**config.mk**
```make
export PLATFORM = sky130hd
export DESIGN_NAME = adc_init_seq
export DESIGN_NICKNAME = d
export VERILOG_FILES = /design/src/rtl/adc_init_pkg.sv /design/src/rtl/pwr_edge_detect.sv /design/src/rtl/init_counter.sv /design/src/rtl/sample_gate.sv /design/src/rtl/adc_init_seq.sv
export SDC_FILE = /design/constraint.sdc
export NUM_CORES = 1
export LEC_CHECK = 0
export CAP_MARGIN = 20
export CORE_MARGIN = 2
export CORE_UTILIZATION = 45
export CTS_CLUSTER_DIAMETER = 50
export CTS_CLUSTER_SIZE = 24
export DETAILED_ROUTE_END_ITERATION = 16
export DONT_BUFFER_PORTS = 1
export HOLD_SLACK_MARGIN = 0.06
export PLACE_DENSITY = 0.61
export SETUP_SLACK_MARGIN = 0.4
export SKIP_LAST_GASP = 1
export SLEW_MARGIN = 10
export SYNTH_ARGS = -nofsm -noshare
export SYNTH_HDL_FRONTEND = slang
export SYNTH_HIERARCHICAL = 1
export SYNTH_SLANG_ARGS = --single-unit
```
**constraint.sdc**
```tcl
create_clock -name clk -period 4.55 [get_ports clk]
set_input_delay 0.91 -clock clk [delete_from_list [all_inputs] [get_ports clk]]
set_output_delay 0.91 -clock clk [all_outputs]
set_load 0.02 [all_outputs]
```
**src/rtl/adc_init_pkg.sv**
```systemverilog
// Package: shared constants and the length-code decode for the ADC
// initialization sequencer.
// Assumes: the four period counts are fixed by the converter's settling needs.
package adc_init_pkg;

    localparam int unsigned NUM_CH   = 2;
    localparam int unsigned LEN_MAX  = 1059;
    localparam int unsigned CNT_W    = $clog2(LEN_MAX + 1);

    typedef logic [CNT_W-1:0] cnt_t;

    // Map the 2-bit length code to a number of sample periods (non-monotonic).
    function automatic cnt_t len_decode(input logic [1:0] code);
        cnt_t n;
        case (code)
            2'b00:   n = cnt_t'(1059);
            2'b01:   n = cnt_t'(267);
            2'b10:   n = cnt_t'(531);
            default: n = cnt_t'(135);
        endcase
        return n;
    endfunction

endpackage

```
**src/rtl/pwr_edge_detect.sv**
```systemverilog
// Module: pwr_edge_detect
// Detects the "all channels off" to "any channel on" transition of the
// per-channel power enables and reports the "all off" state.
// Assumes: the power enables are synchronous to clk.
module pwr_edge_detect #(
    parameter int unsigned NUM_CH = 2
) (
    input  logic              clk,
    input  logic              rst_n,
    input  logic [NUM_CH-1:0] pwr_en_i,
    output logic              start_o,
    output logic              all_off_o
);

    logic [NUM_CH-1:0] prev_q;

    // Keep last cycle's power enables for edge detection.
    always_ff @(posedge clk) begin
        if (!rst_n) prev_q <= '0;
        else        prev_q <= pwr_en_i;
    end

    // Start when nothing was on before and something is on now.
    always_comb begin
        all_off_o = ~|pwr_en_i;
        start_o   = (~|prev_q) & (|pwr_en_i);
    end

    // once any channel was on, a further enable never yields a start.
    a_r6_no_retrigger: assert property (@(posedge clk) disable iff (!rst_n)
        (|prev_q) |-> !start_o);

endmodule

```
**src/rtl/init_counter.sv**
```systemverilog
// Module: init_counter
// Loads the decoded period count on a start, counts down once per sample
// strobe and drives the busy flag while the count is nonzero.
// Assumes: clear and load are never high together (guaranteed by the
// edge detector).
module init_counter
    import adc_init_pkg::*;
(
    input  logic       clk,
    input  logic       rst_n,
    input  logic       load_i,
    input  logic       clear_i,
    input  logic       tick_i,
    input  logic [1:0] len_sel_i,
    output logic       busy_o
);

    cnt_t cnt_q;

    // Clear on power-down, load on start, otherwise step down on a strobe.
    always_ff @(posedge clk) begin
        if (!rst_n) begin
            cnt_q <= '0;
        end else if (clear_i) begin
            cnt_q <= '0;
        end else if (load_i) begin
            cnt_q <= len_decode(len_sel_i);
        end else if (tick_i && (cnt_q != '0)) begin
            cnt_q <= cnt_q - cnt_t'(1);
        end
    end

    // Busy while periods remain.
    always_comb busy_o = (cnt_q != '0);

    // the count never goes above the longest setting.
    a_r2_cnt_bound: assert property (@(posedge clk) disable iff (!rst_n)
        cnt_q <= cnt_t'(LEN_MAX));

    // with no strobe, load or clear, a running count holds.
    a_r9_hold_no_tick: assert property (@(posedge clk) disable iff (!rst_n)
        (busy_o && !tick_i && !load_i && !clear_i) |=> $stable(cnt_q));

    // Clear and load come from exclusive conditions.
    a_r7_excl_ctrl: assert property (@(posedge clk) disable iff (!rst_n)
        !(clear_i && load_i));

endmodule

```
**src/rtl/sample_gate.sv**
```systemverilog
// Module: sample_gate
// Forces each channel's sample to zero while muted, else passes it through.
// Assumes: the mute control is already aligned to the sample words.
module sample_gate #(
    parameter int unsigned NUM_CH = 2,
    parameter int unsigned DATA_W = 24
) (
    input  logic                           mute_i,
    input  logic [NUM_CH-1:0][DATA_W-1:0]  smp_i,
    output logic [NUM_CH-1:0][DATA_W-1:0]  smp_o
);

    for (genvar ch = 0; ch < NUM_CH; ch++) begin : g_ch
        // Zero this channel during initialization.
        always_comb smp_o[ch] = mute_i ? '0 : smp_i[ch];
    end

endmodule

```
**src/rtl/adc_init_seq.sv**
```systemverilog
// Module: adc_init_seq (top)
// Runs the power-up initialization period of a stereo ADC path and gates
// both sample streams to zero while it lasts.
// Assumes: pwr_en is 00 while reset is applied; fs_tick is one clock wide.
module adc_init_seq #(
    parameter int unsigned DATA_W = 24
) (
    input  logic              clk,
    input  logic              rst_n,
    input  logic [1:0]        pwr_en,
    input  logic              fs_tick,
    input  logic [1:0]        len_sel,
    input  logic [DATA_W-1:0] smp_l_in,
    input  logic [DATA_W-1:0] smp_r_in,
    output logic [DATA_W-1:0] smp_l_out,
    output logic [DATA_W-1:0] smp_r_out,
    output logic              init_busy
);
    import adc_init_pkg::*;

    logic start, all_off;
    logic [NUM_CH-1:0][DATA_W-1:0] smp_in, smp_out;

    pwr_edge_detect #(.NUM_CH(NUM_CH)) u_edge (
        .clk      (clk),
        .rst_n    (rst_n),
        .pwr_en_i (pwr_en),
        .start_o  (start),
        .all_off_o(all_off)
    );

    init_counter u_cnt (
        .clk      (clk),
        .rst_n    (rst_n),
        .load_i   (start),
        .clear_i  (all_off),
        .tick_i   (fs_tick),
        .len_sel_i(len_sel),
        .busy_o   (init_busy)
    );

    // Pack the channel inputs, index 0 left and 1 right.
    always_comb begin
        smp_in[0] = smp_l_in;
        smp_in[1] = smp_r_in;
    end

    sample_gate #(.NUM_CH(NUM_CH), .DATA_W(DATA_W)) u_gate (
        .mute_i(init_busy),
        .smp_i (smp_in),
        .smp_o (smp_out)
    );

    // Unpack the gated outputs.
    always_comb begin
        smp_l_out = smp_out[0];
        smp_r_out = smp_out[1];
    end

    // a both-off to any-on transition makes busy high next cycle.
    a_r1_start_busy: assert property (@(posedge clk) disable iff (!rst_n)
        ($past(pwr_en) == 2'b00 && pwr_en != 2'b00) |=> init_busy);

    // all channels off drops busy next cycle.
    a_r7_off_idle: assert property (@(posedge clk) disable iff (!rst_n)
        (pwr_en == 2'b00) |=> !init_busy);

    // outputs are zero during initialization.
    a_r4_zero_out: assert property (@(posedge clk) disable iff (!rst_n)
        init_busy |-> (smp_l_out == '0 && smp_r_out == '0));

    // outputs follow inputs once initialization is over.
    a_r5_pass_out: assert property (@(posedge clk) disable iff (!rst_n)
        !init_busy |-> (smp_l_out == smp_l_in && smp_r_out == smp_r_in));

endmodule

```
==> results.json, run 1 <==
{
  "run_status": "finished, final reports clean",
  "most_common_cell_after_layout_fill_and_taps_aside": "sky130_fd_sc_hd__nor2b_1",
  "clkSlewWorstSetupHoldPaths_ns": 0.08,
  "global_route_wire_length_before_repair_um": 3660,
  "routed_met3_length_um": 157,
  "worstPathCellList": "inv_1 -> ha_1 -> nor4b_2 -> nand3_2 -> nor2b_1",
  "cts_tree": "built",
  "floorplan.initialDensity_pct": 48.4,
  "post-route-min-period_ns": 3.67,
  "grt_antenna_before_repair": 0,
  "p_sw_uw": 289,
  "post-route-drc-count": 0,
  "sequential_cell_area_um2": 260,
  "firstDrtPassIters": 4,
  "max_capacitance_violation_count": 0,
  "placement_rows": 17,
  "ctsHoldBuffers": 0,
  "pwr-share-comb_pct": 60.3,
  "diodes": 0,
  "worstPathArrival_ns": 2.76,
  "worst_hold_path_type": "flip-flop to flip-flop",
  "final_max_slew_viol_count": 0,
  "cts.repair.resized": 0,
  "synth_cells": 140,
  "synth_enable_flop_cells": 0,
  "timing.final.crit_share_pct": 80.8,
  "first_global_vias": 807,
  "rr_endpoint": "u_cnt/cnt_q[4]",
  "synth-main-ff-cell": "sky130_fd_sc_hd__dfxtp_1",
  "ctsLongestPathBuffers": 2,
  "area.growth.synth_to_final_pct": 2.41,
  "layout.nets": 195,
  "clock-skew-final_ns": 0.00818,
  "slew_headroom_pct": 46.9,
  "gp_routability_congestion": 0.853,
  "crit_path_top_delay_cell": "sky130_fd_sc_hd__nand3_2",
  "ctsHtreeMaxLevel": 1,
  "regToRegSetupSlack_ns": 2.37,
  "grt_setup_unrepaired": "false",
  "ys_ff_latch": 13,
  "layout.cells.most_common_list": "sky130_fd_sc_hd__nor2b_1 (48), sky130_fd_sc_hd__dfxtp_1 (13), sky130_fd_sc_hd__nor2_1 (6), sky130_fd_sc_hd__nand3_1 (6), sky130_fd_sc_hd__a21oi_1 (6)",
  "detail_route.vias_per_cell": 5.86,
  "setup-tns-final_ns": 0,
  "report.final.hold_viol_count": 0,
  "timing.final.setup_violations": 0,
  "drt-initial-drc-count": 22,
  "floorplan.die.height_um": 53.2,
  "rr_worst_depth": 7,
  "core_um2": 2250,
  "sw_share_pct": 54.9,
  "clock_sinks": 13,
  "async_reset_ff_share_pct": 0,
  "start_kind": "flip-flop",
  "critical_path.max_stage_delay_ns": 0.74,
  "die_area_um2": 2830,
  "p_clk_share_pct": 13.5,
  "global_route.usage.total_pct": 18.1,
  "final_antenna_net_count": 0,
  "synth_area_um2": 1090,
  "leak_pwr_nw": 0.394,
  "synth_sequential_area_ratio_pct": 23.9,
  "holdPathEnd": "u_cnt/cnt_q[10]",
  "timing.critical_path.fanout_max": 49,
  "yosysWarningCount": 6,
  "post_dr_wirelength_cell_um": 17.1,
  "highest-signal-layer": "met4",
  "synth.distinct_cells": 38,
  "met2_wl_post_dr_um": 1400,
  "final-instance-count-excl-fill": 166,
  "multi_input_comb_area_um2": 761,
  "setup_ws_ns": 0.875,
  "synth.avg_cell_area_um2": 7.79,
  "route.final.wire_length_um": 2840,
  "total_cts_buffers": 3,
  "critPathKind": "flip-flop to output port",
  "seqPwrFrac_pct": 26.2,
  "worst_ep_required_time_ns": 3.64,
  "num_io_pins": 104,
  "numPortBuffers": 0,
  "max_freq_mhz": 272,
  "die_width_um": 53.2,
  "end_kind": "output port",
  "cts_root_buffer": "sky130_fd_sc_hd__clkbuf_4",
  "holdCritStartpoint": "u_cnt/cnt_q[10]",
  "place_ws_ns": 1.20,
  "via_count": 973,
  "post_route_cells_drive_above_1_share_pct": 11.6,
  "dpl.cell_count": 161,
  "detailedPlacementHpwl_um": 2330,
  "cell_internal_pwr_uw": 237,
  "postCtsSetupBuffers": 0,
  "timing.hold.worst_path_depth": 2,
  "crit-reg2reg-launch": "u_cnt/cnt_q[0]",
  "grt_max_degree": 50,
  "m1WireLength_um": 1280,
  "clock_latency_ns": 0.27,
  "syn_nets": 196,
  "grt_remaining_overflow": 0,
  "nFillCells": 233,
  "timing_worst_slew_pin_value_ns": 0.796,
  "worst_ir_drop_vdd_mv": 0.209,
  "p_per_area_nw_per_um2": 471
}
final cells by class:
cell class | instances | share of cell area (%)
Timing Repair Buffer | 3 | 1.79
Inverter | 4 | 1.34
Sequential cell | 13 | 23.3
Multi-Input combinational cell | 114 | 68.1
Clock buffer | 4 | 2.35
Tap cell | 28 | 3.14
stage by stage:
step / utilization [%] / power, mW / hold slack (ns) / instance area [µm²]
2_1_floorplan: - / 0.437 / 0.471 / 1090
3_3_place_gp: 48.2 / 0.453 / 0.491 / 1090
3_5_place_dp: 48.2 / 0.456 / 0.501 / 1090
4_1_cts: 49.3 / 0.530 / 0.512 / 1110
5_1_grt: 49.6 / 0.564 / 0.537 / 1120
6_report: 49.6 / 0.527 / 0.509 / 1120
cells in the mapped netlist (3+ instances only):
master	number	share of area, %
sky130_fd_sc_hd__buf_6	3	3.1
sky130_fd_sc_hd__nor3_1	5	2.3
sky130_fd_sc_hd__buf_2	3	1.4
sky130_fd_sc_hd__nor3_2	3	2.8
sky130_fd_sc_hd__dfxtp_1	13	24
sky130_fd_sc_hd__nor2b_1	48	28
sky130_fd_sc_hd__inv_1	4	1.4
sky130_fd_sc_hd__nor2_1	6	2.1
sky130_fd_sc_hd__a21oi_1	6	2.8
sky130_fd_sc_hd__nand2_1	4	1.4
sky130_fd_sc_hd__a32o_1	3	2.8
sky130_fd_sc_hd__nand3_1	7	3.2
sequential cells by signal (all words and copies together) (netlist names):
name and cells:
u_cnt/cnt_q 11, u_edge/prev_q 2
how the worst max path moves through the flow:
stage              startpoint             to  depth (start not counted)
6_report       u_cnt/cnt_q[0]  smp_r_out[20]                          5
2_1_floorplan  u_cnt/cnt_q[0]  smp_l_out[10]                          7
5_1_grt        u_cnt/cnt_q[0]   smp_r_out[4]                          5
3_3_place_gp   u_cnt/cnt_q[0]   smp_r_out[4]                          5
4_1_cts        u_cnt/cnt_q[0]   smp_r_out[4]                          5
3_5_place_dp   u_cnt/cnt_q[0]   smp_r_out[4]                          5
power by group through the flow:
stage	sequential, mW	clock, mW	combinational (mW)
after global placement	0.140	0	0.313
after CTS	0.138	0.0765	0.316
after floorplan	0.137	0	0.299
final	0.138	0.0709	0.318
after global routing	0.140	0.0786	0.346
after detailed placement	0.140	0	0.316
logic make-up after synthesis:
family          synth area share [%]
flops                           23.9
xor+xnor                        1.61
simple gates                    48.6
compound gates                  17.9
fa+ha+maj                       1.15
buf+inv                         6.88
critical path, delay by kind of cell (launching register included):
kind	cells	cell delay, ns
DFF	1	0.34
buffers and inverters	1	0.06
adders and majority gates	1	0.20
and+or+nand+nor	3	1.87
layer usage:
metal	up-vias	global-route usage (%)
met5	-	0
met4	0	6.84
met3	2	1.69
met2	43	28.6
met1	447	25.2
li1	481	-
Power figures use the tool's default switching activity.
==> inputs of run 2 (changes only) <==
--- a/config.mk
+++ b/config.mk
@@ -5,7 +5,9 @@
 export SDC_FILE = /design/constraint.sdc
 export NUM_CORES = 1
 export LEC_CHECK = 0
+export ABC_AREA = 1
 export CAP_MARGIN = 20
+export CORE_ASPECT_RATIO = 2
 export CORE_MARGIN = 2
 export CORE_UTILIZATION = 45
 export CTS_CLUSTER_DIAMETER = 50
==> constraint.sdc (replaced) <==
create_clock -name clk -period 3.4 [get_ports clk]
set_input_delay 0.68 -clock clk [delete_from_list [all_inputs] [get_ports clk]]
set_output_delay 0.68 -clock clk [all_outputs]
set_load 0.02 [all_outputs]
==> run 2 against run 1 <==
Net effect: combinational power grew 17%; via count increased by 36%; synthesized cell count is 72% higher; largest cell class unchanged; clock power up 100%; die area rose by 16%; cell area up 17%; count of clock-buffer cells in the layout did not move; non-clock buffer count fell by 2; critical endpoint unchanged; sequential cell count is the same; sequential share of layout area fell by 3.5 points; highest routed layer unchanged.
==> results.json, run 2 <==
{
  "diodes": 0,
  "grt_max_degree": 51,
  "pwr-share-comb_pct": 53.0,
  "syn_nets": 297,
  "nFillCells": 305,
  "report.final.hold_viol_count": 0,
  "post-route-drc-count": 0,
  "timing.critical_path.fanout_max": 50,
  "max_freq_mhz": 396,
  "detail_route.vias_per_cell": 4.95,
  "clkSlewWorstSetupHoldPaths_ns": 0.06,
  "worst_ep_required_time_ns": 2.72,
  "total_cts_buffers": 3,
  "hold_ws_ns": 0.476,
  "synth_sequential_area_ratio_pct": 20.5,
  "place_ws_ns": 1.15,
  "sw_share_pct": 51.1,
  "rr_worst_depth": 9,
  "route.final.wire_length_um": 3110,
  "cts.repair.resized": 0,
  "ctsLongestPathBuffers": 2,
  "synth_area_um2": 1270,
  "die_area_um2": 3290,
  "first_global_vias": 1112,
  "setup-tns-final_ns": 0,
  "timing.final.crit_share_pct": 74.3,
  "grt_setup_unrepaired": "false",
  "finalCoreUtilization_pct": 48.0,
  "yosysTopAreaCellShare_pct": 23.3,
  "most_common_cell_after_layout_fill_and_taps_aside": "sky130_fd_sc_hd__nor2_1",
  "synth_most_common_cell": "sky130_fd_sc_hd__nor2_1",
  "worstPathCellList": "inv_1 -> ha_1 -> inv_1 -> nor2_2 -> nand3_2 -> buf_4 -> nor2_1",
  "clock_sinks": 13,
  "leak_pwr_nw": 0.803,
  "top_register": "u_cnt/cnt_q",
  "layout.cells.most_common_list": "sky130_fd_sc_hd__nor2_1 (79), sky130_fd_sc_hd__inv_1 (63), sky130_fd_sc_hd__nand2_1 (30)",
  "cell_internal_pwr_uw": 343,
  "clock-skew-final_ns": 0.00463,
  "critPathKind": "flip-flop to output port",
  "global_route.usage.total_pct": 18.2,
  "ys_ff_latch": 13,
  "slew_headroom_pct": 53.4,
  "async_reset_ff_share_pct": 0,
  "global_route_wire_length_before_repair_um": 4620,
  "numPortBuffers": 0,
  "layout.nets": 296,
  "seqPwrFrac_pct": 26.7,
  "floorplan.initialDensity_pct": 46.5,
  "ctsHoldBuffers": 0,
  "grt_remaining_overflow": 0,
  "critPathMostFrequentCell": "sky130_fd_sc_hd__inv_1",
  "max_capacitance_violation_count": 0,
  "postCtsSetupBuffers": 0,
  "die_width_um": 41.6,
  "drt-initial-drc-count": 19,
  "synth_enable_flop_cells": 0,
  "setup_ws_ns": 0.875,
  "floorplan.die.height_um": 79.2,
  "via_count": 1326,
  "post_route_cells_drive_above_1_share_pct": 8.79,
  "largest_register_ff_count": 11,
  "timing_worst_slew_pin_value_ns": 0.697,
  "timing.final.setup_violations": 0,
  "gp_routability_congestion": 0.914,
  "start_kind": "flip-flop",
  "firstDrtPassIters": 4,
  "critical_path.max_stage_delay_ns": 0.39,
  "ctsHtreeMaxLevel": 1,
  "end_kind": "output port",
  "run_status": "finished, final reports clean",
  "final_antenna_net_count": 0,
  "worst_hold_path_type": "flip-flop to flip-flop",
  "synth_top_cells_by_area": "sky130_fd_sc_hd__nor2_1 (23%), sky130_fd_sc_hd__dfxtp_1 (20%), sky130_fd_sc_hd__inv_1 (19%), sky130_fd_sc_hd__nand2_1 (8.9%), sky130_fd_sc_hd__o21ai_0 (4.7%)",
  "clock_latency_ns": 0.25,
  "crit_path_top_delay_cell": "sky130_fd_sc_hd__nor2_1",
  "timing.hold.worst_path_depth": 2,
  "final_max_slew_viol_count": 0,
  "detailedPlacementHpwl_um": 2590,
  "synth.distinct_cells": 23,
  "core_um2": 2740,
  "post-synth-top-area-cell": "sky130_fd_sc_hd__nor2_1",
  "synth.avg_cell_area_um2": 5.27,
  "worstPathArrival_ns": 1.84,
  "post_dr_wirelength_cell_um": 11.6,
  "worst_ir_drop_vdd_mv": 0.266,
  "synth-main-ff-cell": "sky130_fd_sc_hd__dfxtp_1",
  "yosysWarningCount": 6,
  "p_sw_uw": 358,
  "p_per_area_nw_per_um2": 534,
  "placement_rows": 27,
  "post-route-min-period_ns": 2.52,
  "grt_antenna_before_repair": 0,
  "synth_cells": 241,
  "p_clk_share_pct": 20.2,
  "cts_tree": "built",
  "synth_common_cells": "sky130_fd_sc_hd__nor2_1 (79), sky130_fd_sc_hd__inv_1 (63), sky130_fd_sc_hd__nand2_1 (30)",
  "cts_root_buffer": "sky130_fd_sc_hd__clkbuf_8",
  "area.growth.synth_to_final_pct": 3.25,
  "num_io_pins": 104,
  "biggestRegsByFlops": "u_cnt/cnt_q (11), u_edge/prev_q (2)"
}
-- run 2: power groups by stage --
stage	clock network (mW)	logic [mW]	registers (mW)
6_report	0.142	0.372	0.187
5_1_grt	0.154	0.410	0.189
4_1_cts	0.144	0.375	0.187
3_5_place_dp	0	0.374	0.190
3_3_place_gp	0	0.374	0.190
2_1_floorplan	0	0.345	0.185
-- run 2: logic make-up (layout without fill, tap and decap cells) --
family,after synthesis,after routing,synth area share (%)
AO/OA/AOI/OAI,18,18,7.48
XOR/XNOR,1,1,0.689
adder cells (fa/ha/maj),1,1,0.984
buffers and inverters,76,74,25.5
flip-flops,13,13,20.5
AND/OR/NAND/NOR,132,132,44.9
-- run 2: cell type report --
class / instances / area (µm²) / area share (%)
clock buffers: 4 / 45.0 / 3.43
flip-flops and latches: 13 / 260 / 19.8
repair buffers: 1 / 7.51 / 0.572
inverters: 69 / 272 / 20.7
multi-input cells: 152 / 692 / 52.7
well taps: 29 / 36.3 / 2.76
-- run 2: stage by stage --
stage               power (mW)  instances  area, µm²
finish                   0.701        268       1310
global placement         0.564        264       1270
global route             0.753        268       1310
detailed placement       0.564        264       1270
CTS                      0.706        268       1310
floorplan                0.530        241       1270
-- run 2: metal layers --
| metal | vias up | routed length (µm) | GRT usage, % |
|---|---|---|---|
| met4 | 0 | 76 | 10.0 |
| met1 | 557 | 1190 | 17.2 |
| met2 | 81 | 1630 | 35.6 |
| met3 | 7 | 213 | 2.27 |
| met5 | - | 0 | 0 |
| li1 | 681 | - | - |
-- run 2: worst paths after layout --
path,slack [ns],from,to
worst min register to register,0.48,u_cnt/cnt_q[1],u_cnt/cnt_q[1]
worst min-delay path,0.48,u_cnt/cnt_q[1],u_cnt/cnt_q[1]
worst max-delay path,0.88,u_cnt/cnt_q[0],smp_r_out[20]
worst max register to register,1.82,u_cnt/cnt_q[0],u_cnt/cnt_q[3]
-- run 2: worst max-delay path, delay by kind of cell (launching register included) --
family	cells	cell delay [ns]
simple gates	3	0.61
flops	1	0.31
fa+ha+maj	1	0.21
buf+inv	3	0.45
==> inputs of run 3 (changes only) <==
==> constraint.sdc (replaced) <==
create_clock -name clk -period 2.4 [get_ports clk]
set_input_delay 0.48 -clock clk [delete_from_list [all_inputs] [get_ports clk]]
set_output_delay 0.48 -clock clk [all_outputs]
set_load 0.02 [all_outputs]
==> run 3 against run 2 <==
Net effect: worst setup slack worse by 0.69 ns; sequential power grew 45%; die area unchanged; first-iteration DRC count increased to 5.6 times the previous value; total power up 140%; core utilization increased by 42 points; routed wire length grew 100%; via count rose by 40%; count of clock-buffer cells in the layout did not move; final cell count up 24%; critical path depth rose by 2; register-to-register slack worse by 1.2 ns.
==> results.json, run 3 (synthesis results as in run 2) <==
{
  "cts_tree": "built",
  "ctsHtreeMaxLevel": 1,
  "floorplan.die.height_um": 79.2,
  "worstPathCellList": "inv_2 -> ha_4 -> inv_2 -> nor2_4 -> nand3_4 -> buf_12 -> buf_12 -> nor2_4 -> buf_6",
  "critical_path.max_stage_delay_ns": 0.33,
  "run_status": "finished, final reports clean",
  "clock_latency_ns": 0.24,
  "post-layout-total-power_mw": 1.69,
  "placement_rows": 27,
  "start_kind": "flip-flop",
  "setup-tns-final_ns": 0,
  "m1WireLength_um": 1810,
  "end_kind": "output port",
  "crit_path_leading_delay_family": "buffers and inverters",
  "global_route.usage.total_pct": 33.0,
  "nFillCells": 129,
  "layout.cells.most_common_list": "sky130_fd_sc_hd__inv_1 (60), sky130_fd_sc_hd__nor2_4 (43), sky130_fd_sc_hd__buf_6 (40)",
  "pwr-share-comb_pct": 72.5,
  "post_dr_wirelength_cell_um": 18.8,
  "cell_internal_pwr_uw": 899,
  "biggestRegsByFlops": "u_cnt/cnt_q (11), u_edge/prev_q (2)",
  "post_route_cells_drive_above_1_share_pct": 48.3,
  "clkSlewWorstSetupHoldPaths_ns": 0.06,
  "p_sw_uw": 795,
  "crit_buf_inv": 5,
  "final_max_slew_viol_count": 0,
  "report.final.hold_viol_count": 0,
  "route.final.wire_length_um": 6210,
  "detailedPlacementHpwl_um": 3000,
  "hold_ws_ns": 0.336,
  "grt_setup_unrepaired": "true",
  "max_capacitance_violation_count": 0,
  "final_antenna_net_count": 0,
  "ctsHoldBuffers": 0,
  "worstPathArrival_ns": 1.73,
  "floorplan.initialDensity_pct": 46.5,
  "slew_headroom_pct": 55.7,
  "grt_antenna_before_repair": 0,
  "die_width_um": 41.6,
  "seqPwrFrac_pct": 16.0,
  "firstDrtPassIters": 6,
  "worst_hold_path_type": "input pin to flip-flop",
  "highest-signal-layer": "met4",
  "numPortBuffers": 0,
  "max_freq_mhz": 452,
  "worst_ir_drop_vdd_mv": 0.540,
  "p_per_area_nw_per_um2": 691,
  "finalCoreUtilization_pct": 89.5,
  "routed_met3_length_um": 599,
  "gp_routability_congestion": 0.869,
  "timing_worst_slew_pin_value_ns": 0.661,
  "first_global_vias": 1755,
  "area.growth.synth_to_final_pct": 92.7,
  "cts_root_buffer": "sky130_fd_sc_hd__clkbuf_8",
  "layout.nets": 359,
  "sw_share_pct": 46.9,
  "crit_path_top_delay_cell": "sky130_fd_sc_hd__dfxtp_2",
  "leak_pwr_nw": 1.26,
  "critPathKind": "flip-flop to output port",
  "grt_max_degree": 15,
  "timing.final.crit_share_pct": 92.2,
  "largest_register_ff_count": 11,
  "placement.cell_area_um2": 1680,
  "grt_remaining_overflow": 0,
  "timing.final.setup_violations": 0,
  "top_register": "u_cnt/cnt_q",
  "total_cts_buffers": 3,
  "detail_route.vias_per_cell": 5.60,
  "clock-skew-final_ns": 0.00268,
  "post-route-min-period_ns": 2.21,
  "timing.critical_path.fanout_max": 8,
  "via_count": 1852,
  "die_area_um2": 3290,
  "post-route-cell-area_um2": 2450,
  "most_common_cell_after_layout_fill_and_taps_aside": "sky130_fd_sc_hd__inv_1",
  "p_clk_share_pct": 11.6,
  "global_route_wire_length_before_repair_um": 8360,
  "met2_wl_post_dr_um": 3410,
  "clock_sinks": 13,
  "diodes": 0,
  "worst_ep_required_time_ns": 1.92,
  "post-route-drc-count": 0,
  "drt-initial-drc-count": 106,
  "ctsLongestPathBuffers": 2,
  "num_io_pins": 104,
  "core_um2": 2740
}
-- run 3: cell types whose count changed in the layout (fill, tap and decap cells not counted), moves of 3 or more --
cell,change
sky130_fd_sc_hd__nor2_1,-51
sky130_fd_sc_hd__nor2_4,+41
sky130_fd_sc_hd__buf_6,+40
sky130_fd_sc_hd__buf_4,+15
sky130_fd_sc_hd__nor2_2,+10
sky130_fd_sc_hd__buf_16,+6
sky130_fd_sc_hd__dfxtp_1,-5
sky130_fd_sc_hd__dfxtp_2,+3
sky130_fd_sc_hd__inv_1,-3
sky130_fd_sc_hd__inv_2,+3
-- run 3: final cells by class --
class                   instances  area, µm²  share of cell area (%)
flip-flops and latches         13        272                    11.1
multi-input cells             152       1050                    42.8
repair buffers                 64        776                    31.7
inverters                      69        272                    11.1
clock buffers                   4       45.0                    1.84
well taps                      29       36.3                    1.48
-- run 3: path summary, 6_finish.rpt --
path | start | end | slack [ns] | depth (start not counted)
worst max-delay path | u_cnt/cnt_q[1] | smp_r_out[22] | 0.19 | 9
worst min-delay path | pwr_en[0] | u_edge/prev_q[0] | 0.34 | 2
worst max register to register | u_cnt/cnt_q[1] | u_cnt/cnt_q[7] | 0.65 | 10
worst min register to register | u_cnt/cnt_q[9] | u_cnt/cnt_q[9] | 0.56 | 2
-- run 3: per-layer routing --
layer / track usage (%) / up-vias
met4: 20.0 / 0
met5: 0 / -
met2: 63.0 / 178
met1: 29.9 / 815
met3: 7.73 / 44
li1: - / 815
-- run 3: timing repair --
action,CTS,global route
setup buffers,8,1
gates resized for setup,108,28
setup endpoints to repair,49,48
pin swaps,26,16
cloned,6,0
-- run 3: per-stage QoR --
stage | std cells | worst slack (ns)
CTS | 330 | 0.376
finish | 331 | 0.187
global route | 331 | 0.150
global placement | 312 | 0.299
floorplan | 241 | 0.410
detailed placement | 312 | 0.261
-- run 3: power by group through the flow --
stage | Clock (mW) | Combinational, mW | Sequential, mW
after global routing | 0.209 | 1.28 | 0.273
after CTS | 0.196 | 1.12 | 0.267
after detailed placement | 0 | 0.707 | 0.268
after global placement | 0 | 0.701 | 0.268
final | 0.196 | 1.23 | 0.271
after floorplan | 0 | 0.519 | 0.263
